<file path="src/rtl/bcs_pkg.sv">
// Shared length codes for the burst column sequencer.
// Assumes a 3-bit length code; codes 4..6 are reserved.
package bcs_pkg;
    localparam logic [2:0] LEN_1    = 3'd0;
    localparam logic [2:0] LEN_2    = 3'd1;
    localparam logic [2:0] LEN_4    = 3'd2;
    localparam logic [2:0] LEN_8    = 3'd3;
    localparam logic [2:0] LEN_PAGE = 3'd7;
endpackage

</file>
<file path="src/rtl/bcs_cmd_check.sv">
// Decides whether a command's length/order pair may start a burst.
// Assumes: full page only with sequential order; reserved codes are rejected.
module bcs_cmd_check
    import bcs_pkg::*;
(
    input  logic [2:0] len,
    input  logic       ilv,
    output logic       legal
);
    // Legality decode of length code and ordering select.
    always_comb begin
        unique case (len)
            LEN_1, LEN_2, LEN_4, LEN_8: legal = 1'b1;
            LEN_PAGE:                   legal = ~ilv;
            default:                    legal = 1'b0;
        endcase
    end
endmodule

</file>
<file path="src/rtl/bcs_addr_gen.sv">
// Forms the column for a beat from the start column, the beat index and the
// window mask. Sequential adds within the window, interleave XORs within it.
// Assumes mask is a contiguous low-order run of ones.
module bcs_addr_gen #(
    parameter int COL_W = 9
) (
    input  logic [COL_W-1:0] start,
    input  logic [COL_W-1:0] beat,
    input  logic [COL_W-1:0] mask,
    input  logic             ilv,
    output logic [COL_W-1:0] col
);
    logic [COL_W-1:0] low_sum;
    logic [COL_W-1:0] low_xor;

    // Combine fixed upper bits with the wrapped low bits.
    always_comb begin
        low_sum = start + beat;
        low_xor = start ^ beat;
        col     = (start & ~mask) | ((ilv ? low_xor : low_sum) & mask);
    end
endmodule

</file>
<file path="src/rtl/bcs_beat_ctrl.sv">
// Holds the burst in progress (start, length, order, beat index) and exposes
// the state for the next cycle so the top can register its outputs from it.
// Assumes cmd_take is only raised for legal commands; cmd_take beats term.
module bcs_beat_ctrl
    import bcs_pkg::*;
#(
    parameter int COL_W = 9
) (
    input  logic             clk,
    input  logic             rst_n,
    input  logic             cmd_take,
    input  logic [COL_W-1:0] cmd_col,
    input  logic [2:0]       cmd_len,
    input  logic             cmd_ilv,
    input  logic             term,
    output logic             n_active,
    output logic [COL_W-1:0] n_start,
    output logic [COL_W-1:0] n_beat,
    output logic [COL_W-1:0] n_mask,
    output logic             n_ilv,
    output logic             n_last
);
    logic             active_q;
    logic [COL_W-1:0] start_q;
    logic [COL_W-1:0] beat_q;
    logic [2:0]       len_q;
    logic             ilv_q;
    logic [2:0]       n_len;
    logic             last_now;

    function automatic logic [COL_W-1:0] mask_of(input logic [2:0] code);
        logic [COL_W-1:0] m;
        unique case (code)
            LEN_1:   m = '0;
            LEN_2:   m = COL_W'(1);
            LEN_4:   m = COL_W'(3);
            LEN_8:   m = COL_W'(7);
            default: m = '1;
        endcase
        return m;
    endfunction

    // Whether the beat now on the outputs is the final one.
    always_comb begin
        last_now = active_q && (len_q != LEN_PAGE) && (beat_q == mask_of(len_q));
    end

    // Next-state selection: restart, advance, or go idle.
    always_comb begin
        n_start = start_q;
        n_len   = len_q;
        n_ilv   = ilv_q;
        n_beat  = beat_q;
        if (cmd_take) begin
            n_active = 1'b1;
            n_start  = cmd_col;
            n_len    = cmd_len;
            n_ilv    = cmd_ilv;
            n_beat   = '0;
        end else if (active_q && !term && !last_now) begin
            n_active = 1'b1;
            n_beat   = beat_q + COL_W'(1);
        end else begin
            n_active = 1'b0;
        end
        n_mask = mask_of(n_len);
        n_last = n_active && (n_len != LEN_PAGE) && (n_beat == n_mask);
    end

    // Burst state registers.
    always_ff @(posedge clk) begin
        if (!rst_n) begin
            active_q <= 1'b0;
            start_q  <= '0;
            beat_q   <= '0;
            len_q    <= LEN_1;
            ilv_q    <= 1'b0;
        end else begin
            active_q <= n_active;
            start_q  <= n_start;
            beat_q   <= n_beat;
            len_q    <= n_len;
            ilv_q    <= n_ilv;
        end
    end
endmodule

</file>
<file path="src/rtl/burst_col_seq.sv">
// Burst column address sequencer top. Registers one column per clock with
// valid, last-beat and illegal-command flags.
// Assumes a legal command always wins over term in the same cycle.
module burst_col_seq
    import bcs_pkg::*;
#(
    parameter int COL_W = 9
) (
    input  logic             clk,
    input  logic             rst_n,
    input  logic             cmd_valid,
    input  logic [COL_W-1:0] cmd_col,
    input  logic [2:0]       cmd_len,
    input  logic             cmd_ilv,
    input  logic             term,
    output logic             out_valid,
    output logic [COL_W-1:0] out_col,
    output logic             out_last,
    output logic             out_illegal
);
    logic             legal;
    logic             cmd_take;
    logic             n_active;
    logic [COL_W-1:0] n_start;
    logic [COL_W-1:0] n_beat;
    logic [COL_W-1:0] n_mask;
    logic             n_ilv;
    logic             n_last;
    logic [COL_W-1:0] n_col;

    bcs_cmd_check u_check (
        .len   (cmd_len),
        .ilv   (cmd_ilv),
        .legal (legal)
    );

    // Only legal commands reach the burst controller.
    always_comb cmd_take = cmd_valid && legal;

    bcs_beat_ctrl #(.COL_W(COL_W)) u_ctrl (
        .clk      (clk),
        .rst_n    (rst_n),
        .cmd_take (cmd_take),
        .cmd_col  (cmd_col),
        .cmd_len  (cmd_len),
        .cmd_ilv  (cmd_ilv),
        .term     (term),
        .n_active (n_active),
        .n_start  (n_start),
        .n_beat   (n_beat),
        .n_mask   (n_mask),
        .n_ilv    (n_ilv),
        .n_last   (n_last)
    );

    bcs_addr_gen #(.COL_W(COL_W)) u_addr (
        .start (n_start),
        .beat  (n_beat),
        .mask  (n_mask),
        .ilv   (n_ilv),
        .col   (n_col)
    );

    // Output registers.
    always_ff @(posedge clk) begin
        if (!rst_n) begin
            out_valid   <= 1'b0;
            out_col     <= '0;
            out_last    <= 1'b0;
            out_illegal <= 1'b0;
        end else begin
            out_valid   <= n_active;
            out_col     <= n_col;
            out_last    <= n_last;
            out_illegal <= cmd_valid && !legal;
        end
    end

    // a legal command shows its own start column next cycle.
    p_first_beat_r2: assert property (@(posedge clk) disable iff (!rst_n)
        (cmd_valid && (cmd_len <= LEN_8 || (cmd_len == LEN_PAGE && !cmd_ilv)))
        |=> (out_valid && out_col == $past(cmd_col)));

    // last only accompanies a valid beat.
    p_last_valid_r5: assert property (@(posedge clk) disable iff (!rst_n)
        out_last |-> out_valid);

    // idle after the last beat unless a command restarts.
    p_idle_after_last_r5: assert property (@(posedge clk) disable iff (!rst_n)
        (out_last && !cmd_valid) |=> !out_valid);

    // a length-1 command is a single, last beat.
    p_single_beat_r6: assert property (@(posedge clk) disable iff (!rst_n)
        (cmd_valid && cmd_len == LEN_1) |=> out_last);

    // term without a command stops output.
    p_term_stops_r8: assert property (@(posedge clk) disable iff (!rst_n)
        (term && !cmd_valid) |=> !out_valid);

    // an unfinished burst keeps running while nothing stops it.
    p_burst_continues_r7: assert property (@(posedge clk) disable iff (!rst_n)
        (out_valid && !out_last && !cmd_valid && !term) |=> out_valid);

    // full-page interleave is flagged and starts nothing from idle.
    p_illegal_flag_r10: assert property (@(posedge clk) disable iff (!rst_n)
        (cmd_valid && cmd_len == LEN_PAGE && cmd_ilv) |=> out_illegal);

    p_illegal_no_start_r10: assert property (@(posedge clk) disable iff (!rst_n)
        (cmd_valid && cmd_len == LEN_PAGE && cmd_ilv && !out_valid) |=> !out_valid);
endmodule

</file>
<file path="config.mk">
export PLATFORM = sky130hd
export DESIGN_NAME = burst_col_seq
export DESIGN_NICKNAME = d
export VERILOG_FILES = /design/src/rtl/bcs_pkg.sv /design/src/rtl/bcs_cmd_check.sv /design/src/rtl/bcs_addr_gen.sv /design/src/rtl/bcs_beat_ctrl.sv /design/src/rtl/burst_col_seq.sv
export SDC_FILE = /design/constraint.sdc
export NUM_CORES = 1
export LEC_CHECK = 0
export ABC_AREA = 1
export BUFFER_PORTS_ARGS = -buffer_cell sky130_fd_sc_hd__buf_2
export CORE_ASPECT_RATIO = 0.6
export CORE_MARGIN = 2
export CORE_UTILIZATION = 50
export CTS_CLUSTER_SIZE = 14
export DETAILED_ROUTE_END_ITERATION = 7
export PLACE_DENSITY = 0.74
export RECOVER_POWER = 100
export SYNTH_ARGS = -nofsm -noshare
export SYNTH_HDL_FRONTEND = slang
export SYNTH_SLANG_ARGS = --single-unit
</file>
<file path="constraint.sdc">
create_clock -name clk -period 8.2 [get_ports clk]
set_input_delay 1.64 -clock clk [delete_from_list [all_inputs] [get_ports clk]]
set_output_delay 1.64 -clock clk [all_outputs]
set_load 0.01 [all_outputs]
</file>
; ---- Word level (Yosys, flattened, before mapping)
; Cells that the tools add are included.
[op_classes]
n_addsub = 2
n_mul = 0
n_div = 0
magnitude_cmp = 0
n_eq_ne = 14
shifts = 0
n_mux = 11
n_bitwise = 6
reduce_logical = 15
[op_table]
columns = operator, count
row1 = $pmux 9 s4, 2
row2 = $mux 9, 4
row3 = $and 9x9->9, 2
row4 = $eq 3x2->1 const B, 6
row5 = $eq 9x9->1, 2
row6 = $add 9x1->9 const B, 1
row7 = $add 9x9->9, 1
row8 = $eq 3x1->1 const B, 3
row9 = $logic_not 3->1, 3
row10 = $not 9->9, 1
row11 = $or 9x9->9, 1
row12 = $xor 9x9->9, 1
row13 = $logic_and 1x1->1, 8
row14 = $ne 3x3->1 const B, 2
row15 = $reduce_or 4->1, 1
row16 = $eq 3x3->1 const B, 1
row17 = $logic_not 1->1, 3
row18 = $mux 1, 3
row19 = $mux 3, 1
row20 = $pmux 1 s2, 1
row21 = $not 1->1, 1
[totals]
regBits = 34
latch_bits = 0
ramBits = 0
mem_bits_ro = 0
input_bits = 17
out_inout_bits = 12
elab_cells = 56
mem_count = 0

; ---- Longest topological paths before layout
; Gate-level depths: netlist (run 1).
[logic_depth]
word_depth = 12
depth_mapped = 26
ltp_nobuf = 26

; ---- By module
; A second synthesis (run 1) with hierarchy kept.
[unflattened]
hier_cells = 369
hier_area_um2 = 2285.9
[modules_own_cells]
columns = mod, n_inst, cells_per_inst, area_each_um2, seq_area_each_um2
row1 = bcs_beat_ctrl, 1, 230, 1402.6, 460.4
row2 = bcs_addr_gen, 1, 97, 521.8, 0.0
row3 = burst_col_seq, 1, 39, 349.1, 240.2
row4 = bcs_cmd_check, 1, 3, 12.5, 0.0

; ---- Worst setup path after synthesis (run 1)
; Ideal clock, no wire load.
[synth_path]
path_type = input-to-reg
from = input cmd_len[1]
to = register out_col[8]
t_arrival_ns = 3.939
t_required_ns = 8.091
setup_slack_ns = 4.152
path_stages = 22
path_buffers = 1
cell_sequence = nand2_1 -> o21ai_2 -> nand2_2 -> inv_1 -> clkbuf_1 -> or2_2 -> o21ai_0 -> inv_1 -> ha_1 -> fa_1 -> nand2_1 -> nand2_1 -> a21oi_1 -> nand2_1 -> nand3_2 -> nand2_2 -> nand2_1 -> nand3_1 -> nand3_1 -> nand2_1 -> nand2_1 -> inv_1
[synth_rtl]
columns = element, line_no
row1 = from (decl), burst_col_seq.sv:13  ; input logic [2:0] cmd_len,
row2 = $eq 3x1->1 (tied with other cells), bcs_cmd_check.sv:12  ; unique case (len)
row3 = $reduce_or 4->1, bcs_cmd_check.sv:12
row4 = $pmux 1 s2 (*), bcs_cmd_check.sv:12
row5 = $logic_and 1x1->1 (*), burst_col_seq.sv:38  ; always_comb cmd_take = cmd_valid && legal;
row6 = $mux 9 (*), bcs_beat_ctrl.sv:54  ; if (cmd_take) begin
row7 = named net n_start[0], burst_col_seq.sv:24  ; logic [COL_W-1:0] n_start;
row8 = $add 9x9->9 (*), bcs_addr_gen.sv:18  ; low_sum = start + beat;
row9 = $mux 9 (*), bcs_addr_gen.sv:20  ; col = (start & ~mask) | ((ilv ? low_xor : low_sum) & mask);
row10 = $and 9x9->9 (*), bcs_addr_gen.sv:20
row11 = $or 9x9->9 (*), bcs_addr_gen.sv:20
row12 = to (signal assigned), burst_col_seq.sv:73  ; out_col <= n_col;
row13 = to (decl), burst_col_seq.sv:17  ; output logic [COL_W-1:0] out_col,
; Mark *: on every way through the listed nets, which the timed path passes. The rest lies on a longest branch.
; A chain may end at the register's enable or synchronous reset.

; ---- Final worst setup path (run 1)
[layout_path]
from = input cmd_len[0]
to = register out_col[8]
; The elaborated chain is that of the path after synthesis.

==> summary.md, run 1 <==
| Metric | Value |
|---|---|
| Outcome | finished with violations |
| Failing checks | DRC |
| Routed via count | between 1,500 and 2,000 |
| Floorplan core area | between 3000 and 4000 sq um |
| Total area of multi-input combinational cells | between 1000 and 1500 sq um |
| Root Buffer Master | clkbuf_8 |
| Footprint of the flip-flops and latches | between 600 and 700 sq um |
| Antenna violations before repair | 0 |
| Total track usage | 0.235 |
| Width of the die | 85.8 um |
| Number of top-level design ports | 29 |
| Final clock period utilization by the worst path | 0.613 |
| Count of buffers inserted at the top-level ports | 28 |
| Total of warnings raised by yosys | 0 |
| Number of buffers inserted by post-CTS setup repair | 0 |
| Layout cells sized above 1 | 0.134 |
| Arrival time at the worst endpoint | approximately 5.2 ns |
| Critical Path Fanout Max | 23 |
| Category of cells accounting for the largest share of critical-path delay | simple AND/OR/NAND/NOR gates |
| Global-route congestion overflow total | 0 |
| Buffer and inverter count on the worst path | 4 |
| Post-layout min period | a little over 5 ns |
| Net count reported at finish | roughly 350 |
| Number of sinks handled by clock tree synthesis | 34 |
| Length in cells of the worst reg-to-reg path | 23 |
| Mean Syn Cell Area | between 6 and 7 sq um |
| Crit path launch type | input port |
| Worst hold margin | approximately 0.56 ns |
| Number of fillers in the final layout | between 300 and 400 |
| Setup repair after global routing missed its margin | false |
| Post-synthesis register bit count | 34 |
| Crit Reg-Reg Endpoint | out_col[8] |
| Achievable Freq | about 0.20 GHz |
| Hold violation total from the final report | 0 |
| Crit Path Class | input port to flip-flop |
| Worst endpoint required time | 8.40 ns |
| Setup Total Neg Slack | 0 ns |
| Residual antenna-violating net count after detailed routing | 0 |
| Maximum number of pins on one net before global-route repair | 26 |
| CP cell instances | buf_2 > nand2_1 > o21ai_0 > nand2_1 > inv_1 > or2_2 > o21ai_0 > inv_1 > ha_1 > fa_1 > nand2_1 > nand2_1 > a21oi_1 > nand2_1 > nand3_1 > nand2_1 > nand2_1 > nand2_1 > nand2_1 > nand4_1 > nand2_1 > inv_1 |
| Final Util | 0.594 |
| Cts bufs inserted | 5 |
| Top cells by area in the synthesized netlist | dfxtp_1, nand2_1, inv_1 |
| Total die area | approximately 4600 sq um |
| Commonest non-fill, non-tap cells in the layout | nand2_1, inv_1, nor2_1, dfxtp_1, o21ai_0 |
| Nature of the critical path endpoint | flip-flop |
| Via-per-instance ratio | just over 5 |
| Syn Nets | approximately 320 |
| CP startpoint | cmd_len[0] |
| Most frequent cell on the critical path | nand2_1 |
| Detail Placement HPWL | 3560 um |
| Inserted Diodes | 0 |
| Dominant cell type by area after synthesis | dfxtp_1 |
| Die height | between 50 and 60 um |
| Post-synthesis instance total | 290 |
| Starting density of the core | 0.533 |
| GPL Wtd Cong | 0.824 |
| Share of the synthesized area in the top cell type | 0.339 |
| Proportion of register bits with asynchronous set or reset after synthesis | 0 |
| Fin. max-slew vios | 0 |
| Number of maximum-capacitance constraint violations | 0 |
| CTS Hold Bufs | 0 |
| Post-route DRC | 2 |
| Total power divided by cell area | about 180 nW/um^2 |
| Class of the tightest hold or removal check | flip-flop to flip-flop |
| Pre-Repair DR Iteration Count | 7 |
| Worst-case register-to-register setup slack | around 5 ns |
| Max-slew headroom at the worst pin | 0.426 |
| Slowest-stage cell, CP | nand2_1 |
| Total number of cells along the worst setup path | 22 |
| First-pass GRT wire length | between 7000 and 8000 um |
| Number of global-route vias before repair | between 1,500 and 2,000 |
| Maximum level of the CTS H-tree | 2 |
| CTS tree | done |
| Synth-to-layout area growth | 11.5% |
| Commonest register cell after synthesis | dfxtp_1 |
| Detail-routed net length per standard cell | between 10 and 15 um |
| Worst vdd ir | about 84 uV |
| CTS max path bufs | 2 |
| Netlist area before placement | 2010 sq um |
| Post-cts gate resize count | 0 |
| Detailed router's first-iteration violation count | roughly 180 |
| Count of standard-cell rows | 17 |
| Post-synth EDFFs | 0 |
| Clock skew after layout | about 0.009 ns |
| Number of distinct library cells after synthesis | 36 |
| Highest cell delay on the worst timing path | a little over 0.6 ns |
| Routed Wire Length | roughly 4800 um |
| Capturing instance or port of the critical path | out_col[8] |
| Clock transition at the registers of the reported paths | approximately 0.070 ns |
| Share of synthesized area occupied by flip-flops and latches | 0.339 |
| Number of failing setup endpoints in the final timing report | 0 |
| Leading cell type in the layout, fill and taps excluded | nand2_1 |
| Leak pwr | around 1.2 nW |
| Worst slew pin tran | ~0.86 ns |
| Origin of the critical flop-to-flop path | u_ctrl.len_q[2] |
| Clk_lat worst skew | approximately 0.3 ns |
## metrics by stage
stage	instances	total power [W]	instance area (sq um)	setup slack [ns]
5_1_grt	368	0.000418	2240	2.84
6_report	368	0.000399	2240	3.17
4_1_cts	368	0.000404	2290	3.62
3_5_place_dp	360	0.000256	2180	3.34
2_1_floorplan	290	0.000235	2010	4.15
3_3_place_gp	360	0.000255	2180	3.39
## layer usage
layer  vias to the layer above  track usage  share of wire
met5                         -            0              0
met4                         0       0.0873         0.0098
met3                         4       0.0624          0.091
met2                        72        0.332           0.38
met1                       845        0.339           0.52
li1                        985            -              -
## worst register-to-register path, delay by kind of cell, from the launching register on
family                     cells  cell delay, ns
and+or+nand+nor               17            1.48
AOI/OAI and AO/OA              1            0.17
buffers and inverters          3            0.22
adders and majority gates      2            0.65
DFF                            1            0.49
## where the power goes
group	internal, W	total, W	switching [W]
logic	0.0000255	0.0000716	0.0000461
registers	0.000175	0.000178	0.00000346
clock network	0.0000849	0.000149	0.0000645
total	0.000285	0.000399	0.000114
## flip-flops by register name (all words and copies together) (netlist names)
| register | count |
|---|---|
| u_ctrl.beat_q | 9 |
| out_illegal | 1 |
| u_ctrl.start_q | 9 |
| out_col | 9 |
| u_ctrl.active_q | 1 |
| u_ctrl.ilv_q | 1 |
| u_ctrl.len_q | 3 |
| out_last | 1 |
## synthesized netlist by cell type (3+ instances only)
| cell | count |
|---|---|
| inv_1 | 42 |
| nand3_2 | 3 |
| nand2_1 | 63 |
| nand3_1 | 14 |
| or2_2 | 10 |
| ha_1 | 8 |
| dfxtp_1 | 34 |
| nor2_2 | 3 |
| clkbuf_1 | 4 |
| inv_2 | 3 |
| a21oi_1 | 10 |
| xnor2_1 | 3 |
| nand4_1 | 6 |
| xor2_1 | 4 |
| o21ai_0 | 16 |
| nor2_1 | 40 |
## worst min path at each step
stage | from | to | slack, ns | cells after the start
floorplan | u_ctrl.start_q[8] | u_ctrl.start_q[8] | 0.50 | 2
detailed placement | u_ctrl.start_q[8] | u_ctrl.start_q[8] | 0.53 | 2
global placement | u_ctrl.start_q[8] | u_ctrl.start_q[8] | 0.53 | 2
CTS | u_ctrl.start_q[8] | u_ctrl.start_q[8] | 0.55 | 2
finish | u_ctrl.start_q[8] | u_ctrl.start_q[8] | 0.56 | 2
global route | u_ctrl.start_q[8] | u_ctrl.start_q[8] | 0.61 | 2
## cell families (layout without fill, tap and decap cells)
group / after synthesis / after routing / synth area share
adders and majority gates: 9 / 9 / 0.0599
DFF: 34 / 34 / 0.339
buffers and inverters: 51 / 82 / 0.0973
xor gates and xnor gates: 7 / 7 / 0.0305
AOI/OAI and AO/OA: 40 / 40 / 0.125
and+or+nand+nor: 147 / 147 / 0.339
muxes: 2 / 2 / 0.00998
## layout make-up
cell class,instances,area share
timing repair buffer,28,0.0554
multi-input combinational,205,0.488
inverter,46,0.0772
clock buffer,8,0.0492
sequential,34,0.304
tap,47,0.0263
No activity file was read; power rests on OpenSTA's default activity.
==> run 2: changes to the inputs <==
--- a/config.mk
+++ b/config.mk
@@ -12,7 +12,7 @@
 export CORE_UTILIZATION = 50
 export CTS_CLUSTER_SIZE = 14
 export DETAILED_ROUTE_END_ITERATION = 7
-export PLACE_DENSITY = 0.74
+export PLACE_DENSITY = 0.77
 export RECOVER_POWER = 100
 export SYNTH_ARGS = -nofsm -noshare
 export SYNTH_HDL_FRONTEND = slang
==> constraint.sdc (replaced) <==
create_clock -name clk -period 4.2 [get_ports clk]
set_input_delay 0.84 -clock clk [delete_from_list [all_inputs] [get_ports clk]]
set_output_delay 0.84 -clock clk [all_outputs]
set_load 0.01 [all_outputs]
==> run 2 against run 1 <==
Compared with the run above: the flow now finishes without violations; critical endpoint unchanged; via count up 2.2%; non-clock buffer count up 3; sequential share of layout area hardly changed; die area unchanged; setup slack got worse by 2.5 ns; critical path type unchanged; first-iteration DRC count is 53% higher; critical path depth down 1.
==> summary.md, run 2 (synthesis gave the netlist of run 1 again) <==
| Metric | Value |
|---|---|
| Non-filler cells in the finished layout | roughly 370 |
| CTS max path bufs | 2 |
| Setup Total Neg Slack | 0 ns |
| Count of buffers inserted at the top-level ports | 28 |
| CTS tree | done |
| Final Util | 0.595 |
| Number of top-level design ports | 29 |
| Starting density of the core | 0.533 |
| Pre-Repair DR Iteration Count | 7 |
| Total power divided by cell area | roughly 330 nW/um^2 |
| Number of maximum-capacitance constraint violations | 0 |
| Number of global-route vias before repair | ~1,700 |
| Number of sinks handled by clock tree synthesis | 34 |
| Clock transition at the registers of the reported paths | about 0.07 ns |
| Cts bufs inserted | 5 |
| Worst slew pin tran | 0.814 ns |
| Number of fillers in the final layout | about 380 |
| Net count reported at finish | approximately 350 |
| Fin. max-slew vios | 0 |
| Global-route congestion overflow total | 0 |
| Layout cells sized above 1 | 0.139 |
| Arrival time at the worst endpoint | between 3 and 4 ns |
| Width of the die | 85.8 um |
| Root Buffer Master | clkbuf_8 |
| Total track usage | 0.237 |
| Max-slew headroom at the worst pin | 0.452 |
| Synth-to-layout area growth | 11.5% |
| Clock skew after layout | about 0.008 ns |
| Routed Wire Length | a little over 5000 um |
| Class of the tightest hold or removal check | flip-flop to flip-flop |
| Maximum level of the CTS H-tree | 2 |
| Outcome | complete, no violations |
| CTS Hold Bufs | 0 |
| Antenna violations before repair | 0 |
| Worst vdd ir | approximately 200 uV |
| Via-per-instance ratio | 5.25 |
| Count of standard-cell rows | 17 |
| Largest registers ranked by flip-flop count | out_col x9, u_ctrl.beat_q x9, u_ctrl.start_q x9 |
| Die height | 53.1 um |
| Detailed router's first-iteration violation count | between 200 and 300 |
| Post-layout min period | approximately 3.5 ns |
| Worst endpoint required time | ~4.4 ns |
| Leading cell type in the layout, fill and taps excluded | nand2_1 |
| Detail-routed net length per standard cell | roughly 14 um |
| Crit path launch type | input port |
| Post-cts gate resize count | 0 |
| Floorplan core area | roughly 3800 sq um |
| Inserted Diodes | 0 |
| Setup repair after global routing missed its margin | false |
| Number of buffers inserted by post-CTS setup repair | 0 |
| Post-route DRC | 0 |
| First-pass GRT wire length | about 8000 um |
| Final clock period utilization by the worst path | 0.838 |
| Number of failing setup endpoints in the final timing report | 0 |
| Maximum number of pins on one net before global-route repair | 20 |
| Nature of the critical path endpoint | flip-flop |
| Residual antenna-violating net count after detailed routing | 0 |
| Crit Path Class | input port to flip-flop |
| Hold violation total from the final report | 0 |
| Critical Path Fanout Max | 10 |
| GPL Wtd Cong | ~0.9 |
| Detail Placement HPWL | about 4000 um |
| Leak pwr | 1.17 nW |
| Commonest non-fill, non-tap cells in the layout | nand2_1, inv_1, nor2_1, dfxtp_1, o21ai_0 |
| Clk_lat worst skew | 0.29 ns |
| DP Cell Count | between 300 and 400 |
| Routed via count | ~1,900 |
| Achievable Freq | 0.284 GHz |
| Total die area | 4550 sq um |
## run 2: where the power goes
part           switching, W  total [W]  internal [W]
clock              0.000121   0.000253      0.000132
combinational     0.0000943   0.000145     0.0000511
sequential       0.00000743   0.000349      0.000342
total              0.000222   0.000748      0.000525
## run 2: stage by stage
stage	total power (W)	hold slack (ns)	instance area (sq um)	worst slack (ns)
floorplan	0.000460	0.498	2010	0.952
global placement	0.000504	0.520	2210	0.795
detailed placement	0.000505	0.581	2210	0.745
CTS	0.000754	0.593	2300	0.998
global route	0.000781	0.638	2240	0.397
finish	0.000748	0.587	2240	0.681
## run 2: metal layers
| metal | vias to the layer above | track usage | wire length, um |
|---|---|---|---|
| met5 | - | 0 | 0 |
| met4 | 0 | 0.0556 | 31 |
| met3 | 4 | 0.0655 | 483 |
| met2 | 88 | 0.328 | 1970 |
| met1 | 867 | 0.356 | 2620 |
| li1 | 988 | - | - |
## run 2: cell type report
cell class                      count  area [sq um]  area share
Inverter                           46           173      0.0771
Sequential cell                    34           681       0.304
Clock inverter                      1          5.00     0.00224
Timing Repair Buffer               31           143      0.0637
Clock buffer                        7          86.3      0.0386
Multi-Input combinational cell    205          1090       0.488
Tap cell                           47          58.8      0.0263
## run 2: path summary, 6_finish.rpt
path / slack [ns] / from / cells after the start / endpoint
setup reg to reg: 1.19 / u_ctrl.len_q[2] / 23 / out_col[8]
hold reg to reg: 0.59 / u_ctrl.start_q[8] / 2 / u_ctrl.start_q[8]
setup / recovery: 0.68 / cmd_ilv / 21 / out_col[8]
hold / removal: 0.59 / u_ctrl.start_q[8] / 2 / u_ctrl.start_q[8]
## run 2: critical path: stages
cell	delay [ns]
clkbuf_1	0.19
o21ai_0	0.15
nand2_1	0.26
inv_1	0.17
or2_2	0.30
o21ai_0	0.11
inv_1	0.10
ha_1	0.23
fa_1	0.39
nand2_1	0.09
nand2_1	0.05
a21oi_1	0.17
nand2_1	0.09
nand3_2	0.07
nand2_1	0.08
nand2_1	0.08
nand2_1	0.05
nand2_1	0.07
nand4_1	0.08
nand2_1	0.10
inv_1	0.03
==> run 3: changes to the inputs <==
--- a/config.mk
+++ b/config.mk
@@ -5,14 +5,14 @@
 export SDC_FILE = /design/constraint.sdc
 export NUM_CORES = 1
 export LEC_CHECK = 0
-export ABC_AREA = 1
+export ABC_AREA = 0
 export BUFFER_PORTS_ARGS = -buffer_cell sky130_fd_sc_hd__buf_2
 export CORE_ASPECT_RATIO = 0.6
 export CORE_MARGIN = 2
 export CORE_UTILIZATION = 50
 export CTS_CLUSTER_SIZE = 14
 export DETAILED_ROUTE_END_ITERATION = 7
-export PLACE_DENSITY = 0.77
+export PLACE_DENSITY = 0.74
 export RECOVER_POWER = 100
 export SYNTH_ARGS = -nofsm -noshare
 export SYNTH_HDL_FRONTEND = slang
==> constraint.sdc (replaced) <==
create_clock -name clk -period 3.33 [get_ports clk]
set_input_delay 0.666 -clock clk [delete_from_list [all_inputs] [get_ports clk]]
set_output_delay 0.666 -clock clk [all_outputs]
set_load 0.01 [all_outputs]
==> run 3 against run 2 <==
Compared with the run above: critical path type is now flip-flop to flip-flop; via count rose by 8.8%; sequential power rose by 25%; routed wire length rose by 11%; area after synthesis is 6.6% higher; register-to-register slack worse by 1.3 ns; critical path depth decreased by 5; the run now ends with setup timing left; highest routed layer unchanged; die area increased by 6.2%.
==> summary.md, run 3 <==
| Metric | Value |
|---|---|
| Clk_lat worst skew | between 0.2 and 0.3 ns |
| Cts bufs inserted | 5 |
| Combinational share of power | 0.203 |
| Leak pwr | roughly 1.3 nW |
| Pre-Repair DR Iteration Count | 5 |
| Root Buffer Master | clkbuf_8 |
| Internal power | between 0.0006 and 0.0007 W |
| Non-filler cells in the finished layout | between 300 and 400 |
| Number of global-route vias before repair | around 1,800 |
| Worst hold margin | 0.567 ns |
| Seq pwr share | 0.465 |
| Commonest register cell after synthesis | dfxtp_1 |
| CTS tree | done |
| Switch Pwr | around 0.00026 W |
| Finished Cell Area | roughly 2900 sq um |
| Antenna violations before repair | 0 |
| Proportion of register bits with asynchronous set or reset after synthesis | 0 |
| Commonest non-fill, non-tap cells in the layout | buf_4, nand2_1, dfxtp_1, buf_2 |
| Leading cell type in the layout, fill and taps excluded | buf_4 |
| GPL Wtd Cong | ~0.95 |
| Total of warnings raised by yosys | 0 |
| Floorplan core area | slightly above 4000 sq um |
| Layout cells sized above 1 | 0.326 |
| Fin. max-slew vios | 0 |
| Post-synth EDFFs | 0 |
| CTS max path bufs | 2 |
| Count of buffers inserted at the top-level ports | 28 |
| Number of fillers in the final layout | between 300 and 400 |
| Total track usage | 0.256 |
| Detail-routed net length per standard cell | 14.5 um |
| Inserted Diodes | 0 |
| Class of the tightest hold or removal check | flip-flop to flip-flop |
| Largest registers ranked by flip-flop count | out_col x9, u_ctrl.beat_q x9, u_ctrl.start_q x9 |
| Nature of the critical path endpoint | flip-flop |
| Met2 demand-to-capacity share in global routing | 0.377 |
| Final clock period utilization by the worst path | 1.03 |
| Residual antenna-violating net count after detailed routing | 0 |
| Max-slew headroom at the worst pin | 0.671 |
| First-pass GRT wire length | between 9000 and 10,000 um |
| Total die area | a little under 5000 sq um |
| Worst vdd ir | roughly 330 uV |
| Net count reported at finish | about 360 |
| Hold violation total from the final report | 0 |
| Cell area reported after detailed placement | about 2700 sq um |
| Failing checks | setup timing |
| Length in cells of the worst reg-to-reg path | 16 |
| Maximum number of pins on one net before global-route repair | 34 |
| Critical Path Fanout Max | 3 |
| Via-per-instance ratio | 5.42 |
| Clk pwr share | 0.333 |
| Starting density of the core | 0.522 |
| Width of the die | roughly 90 um |
| Number of failing setup endpoints in the final timing report | 1 |
| Depth of the worst hold-timing path | 2 |
| Outcome | finished with violations |
| Syn Nets | about 280 |
| Routed via count | 2,119 |
| Maximum level of the CTS H-tree | 2 |
| Achievable Freq | ~0.29 GHz |
| DP Cell Count | between 300 and 400 |
| Worst endpoint required time | between 3 and 4 ns |
| Dominant cell type by area after synthesis | dfxtp_1 |
| Die height | 54.7 um |
| Synth-to-layout area growth | 33.9% |
| Clock transition at the registers of the reported paths | roughly 0.070 ns |
| Top cells by area in the synthesized netlist | dfxtp_1, nand2_1, mux2i_1 |
| Share of the synthesized area in the top cell type | 0.318 |
| Worst slew pin tran | ~0.5 ns |
| Number of distinct library cells after synthesis | between 40 and 50 |
| Arrival time at the worst endpoint | between 3 and 4 ns |
| Post-route DRC | 0 |
| Count leader, synth | nand2_1 |
| Share of synthesized area occupied by flip-flops and latches | 0.318 |
| Crit Path Class | flip-flop to flip-flop |
| Detail Placement HPWL | about 4300 um |
| CTS Hold Bufs | 0 |
| Total power divided by cell area | 327 nW/um^2 |
| Post-layout min period | approximately 3.4 ns |
| Netlist area before placement | 2140 sq um |
| Detailed router's first-iteration violation count | approximately 150 |
| Final Util | 0.699 |
| Total power draw | around 0.00094 W |
| Crit path launch type | flip-flop |
| Global-route congestion overflow total | 0 |
| M3 GR Usage | 0.0513 |
| Number of sinks handled by clock tree synthesis | 34 |
| Most heavily used metal layer in global routing | met1 |
| Global-route met1 utilization | 0.389 |
| Post-synthesis register bit count | 34 |
| Clock skew after layout | about 0.0068 ns |
| Count of standard-cell rows | 18 |
| Number of top-level design ports | 29 |
| Number of maximum-capacitance constraint violations | 0 |
| List of most frequent post-synthesis cells | nand2_1, dfxtp_1, nor2_1, mux2i_1, and2_1 |
| Routed Wire Length | between 5000 and 6000 um |
| Post-synthesis instance total | 257 |
| Proportion of total power due to net switching | 0.273 |
| Mean Syn Cell Area | ~8.3 sq um |
| Fin worst setup slack | -0.0904 ns |
| Setup repair after global routing missed its margin | true |
run 3: cell count changes after synthesis, sizes merged, moves of 11 or more:
cell | previous run | this run
nand3 | 17 | 5
nand2 | 66 | 39
inv | 45 | 9
mux2i | 2 | 14
nor2 | 43 | 17
o21ai | 20 | 8
and2 | 0 | 16
nor2b | 0 | 11
run 3: final cells by class:
| class | count | area [sq um] | area share |
|---|---|---|---|
| Sequential cell | 34 | 691 | 0.241 |
| Inverter | 9 | 33.8 | 0.0118 |
| Multi-Input combinational cell | 204 | 1490 | 0.519 |
| Clock buffer | 7 | 86.3 | 0.0301 |
| Timing Repair Buffer | 76 | 487 | 0.170 |
| Clock inverter | 1 | 5.00 | 0.00175 |
| Tap cell | 60 | 75.1 | 0.0262 |
run 3: cell families after synthesis:
group	Yosys count	share of synthesized area
adder cells (fa/ha/maj)	9	0.0561
multiplexers	17	0.0813
AND/OR/NAND/NOR	118	0.284
flip-flops	34	0.318
buffers and inverters	19	0.0497
AO/OA/AOI/OAI	45	0.149
XOR/XNOR	15	0.0614
run 3: power by group through the flow:
stage / Combinational (W) / Sequential [W] / Clock (W)
after global routing: 0.000208 / 0.000438 / 0.000340
after CTS: 0.000188 / 0.000435 / 0.000323
after floorplan: 0.000106 / 0.000448 / 0
after detailed placement: 0.000182 / 0.000444 / 0
after global placement: 0.000180 / 0.000443 / 0
final: 0.000190 / 0.000436 / 0.000312
run 3: critical path, cell delays in order, from the launching register on:
cell and delay (ns):
dfxtp_1 0.33, ha_1 0.21, and3b_2 0.23, a21boi_0 0.12
a32o_1 0.23, nor2_1 0.26, xnor2_1 0.12, nor2_2 0.22
ha_4 0.25, a21o_1 0.19, a21oi_2 0.16, o21ai_1 0.08
a21oi_1 0.13, a21oi_1 0.08, a21oi_2 0.16, mux2i_1 0.21
mux2_2 0.34
run 3: final timing paths:
| kind | start | slack, ns | to |
|---|---|---|---|
| max | u_ctrl.beat_q[1] | -0.09 | out_col[8] |
| min | u_ctrl.start_q[8] | 0.57 | u_ctrl.start_q[8] |
| max reg2reg | u_ctrl.beat_q[1] | -0.09 | out_col[8] |
| min reg2reg | u_ctrl.start_q[8] | 0.57 | u_ctrl.start_q[8] |
run 3: stage by stage:
stage | worst slack, ns | setup TNS [ns]
global route | -0.342 | -0.433
floorplan | -0.0636 | -0.0636
CTS | -0.128 | -0.128
global placement | -0.329 | -0.455
detailed placement | -0.366 | -0.590
finish | -0.0904 | -0.0904
run 3: routing by layer:
layer | routed length, um | vias to the layer above | part of all wire
li1 | - | 1044 | -
met1 | 2960 | 1011 | 0.52
met2 | 2370 | 62 | 0.42
met3 | 313 | 2 | 0.055
met4 | 12 | 0 | 0.0021
met5 | 0 | - | 0
run 3: timing repair:
action	4_1_cts	5_1_grt
setup buffers	3	2
pin swaps	7	9
endpoints found under the setup margin	2	3
resized for setup	14	12
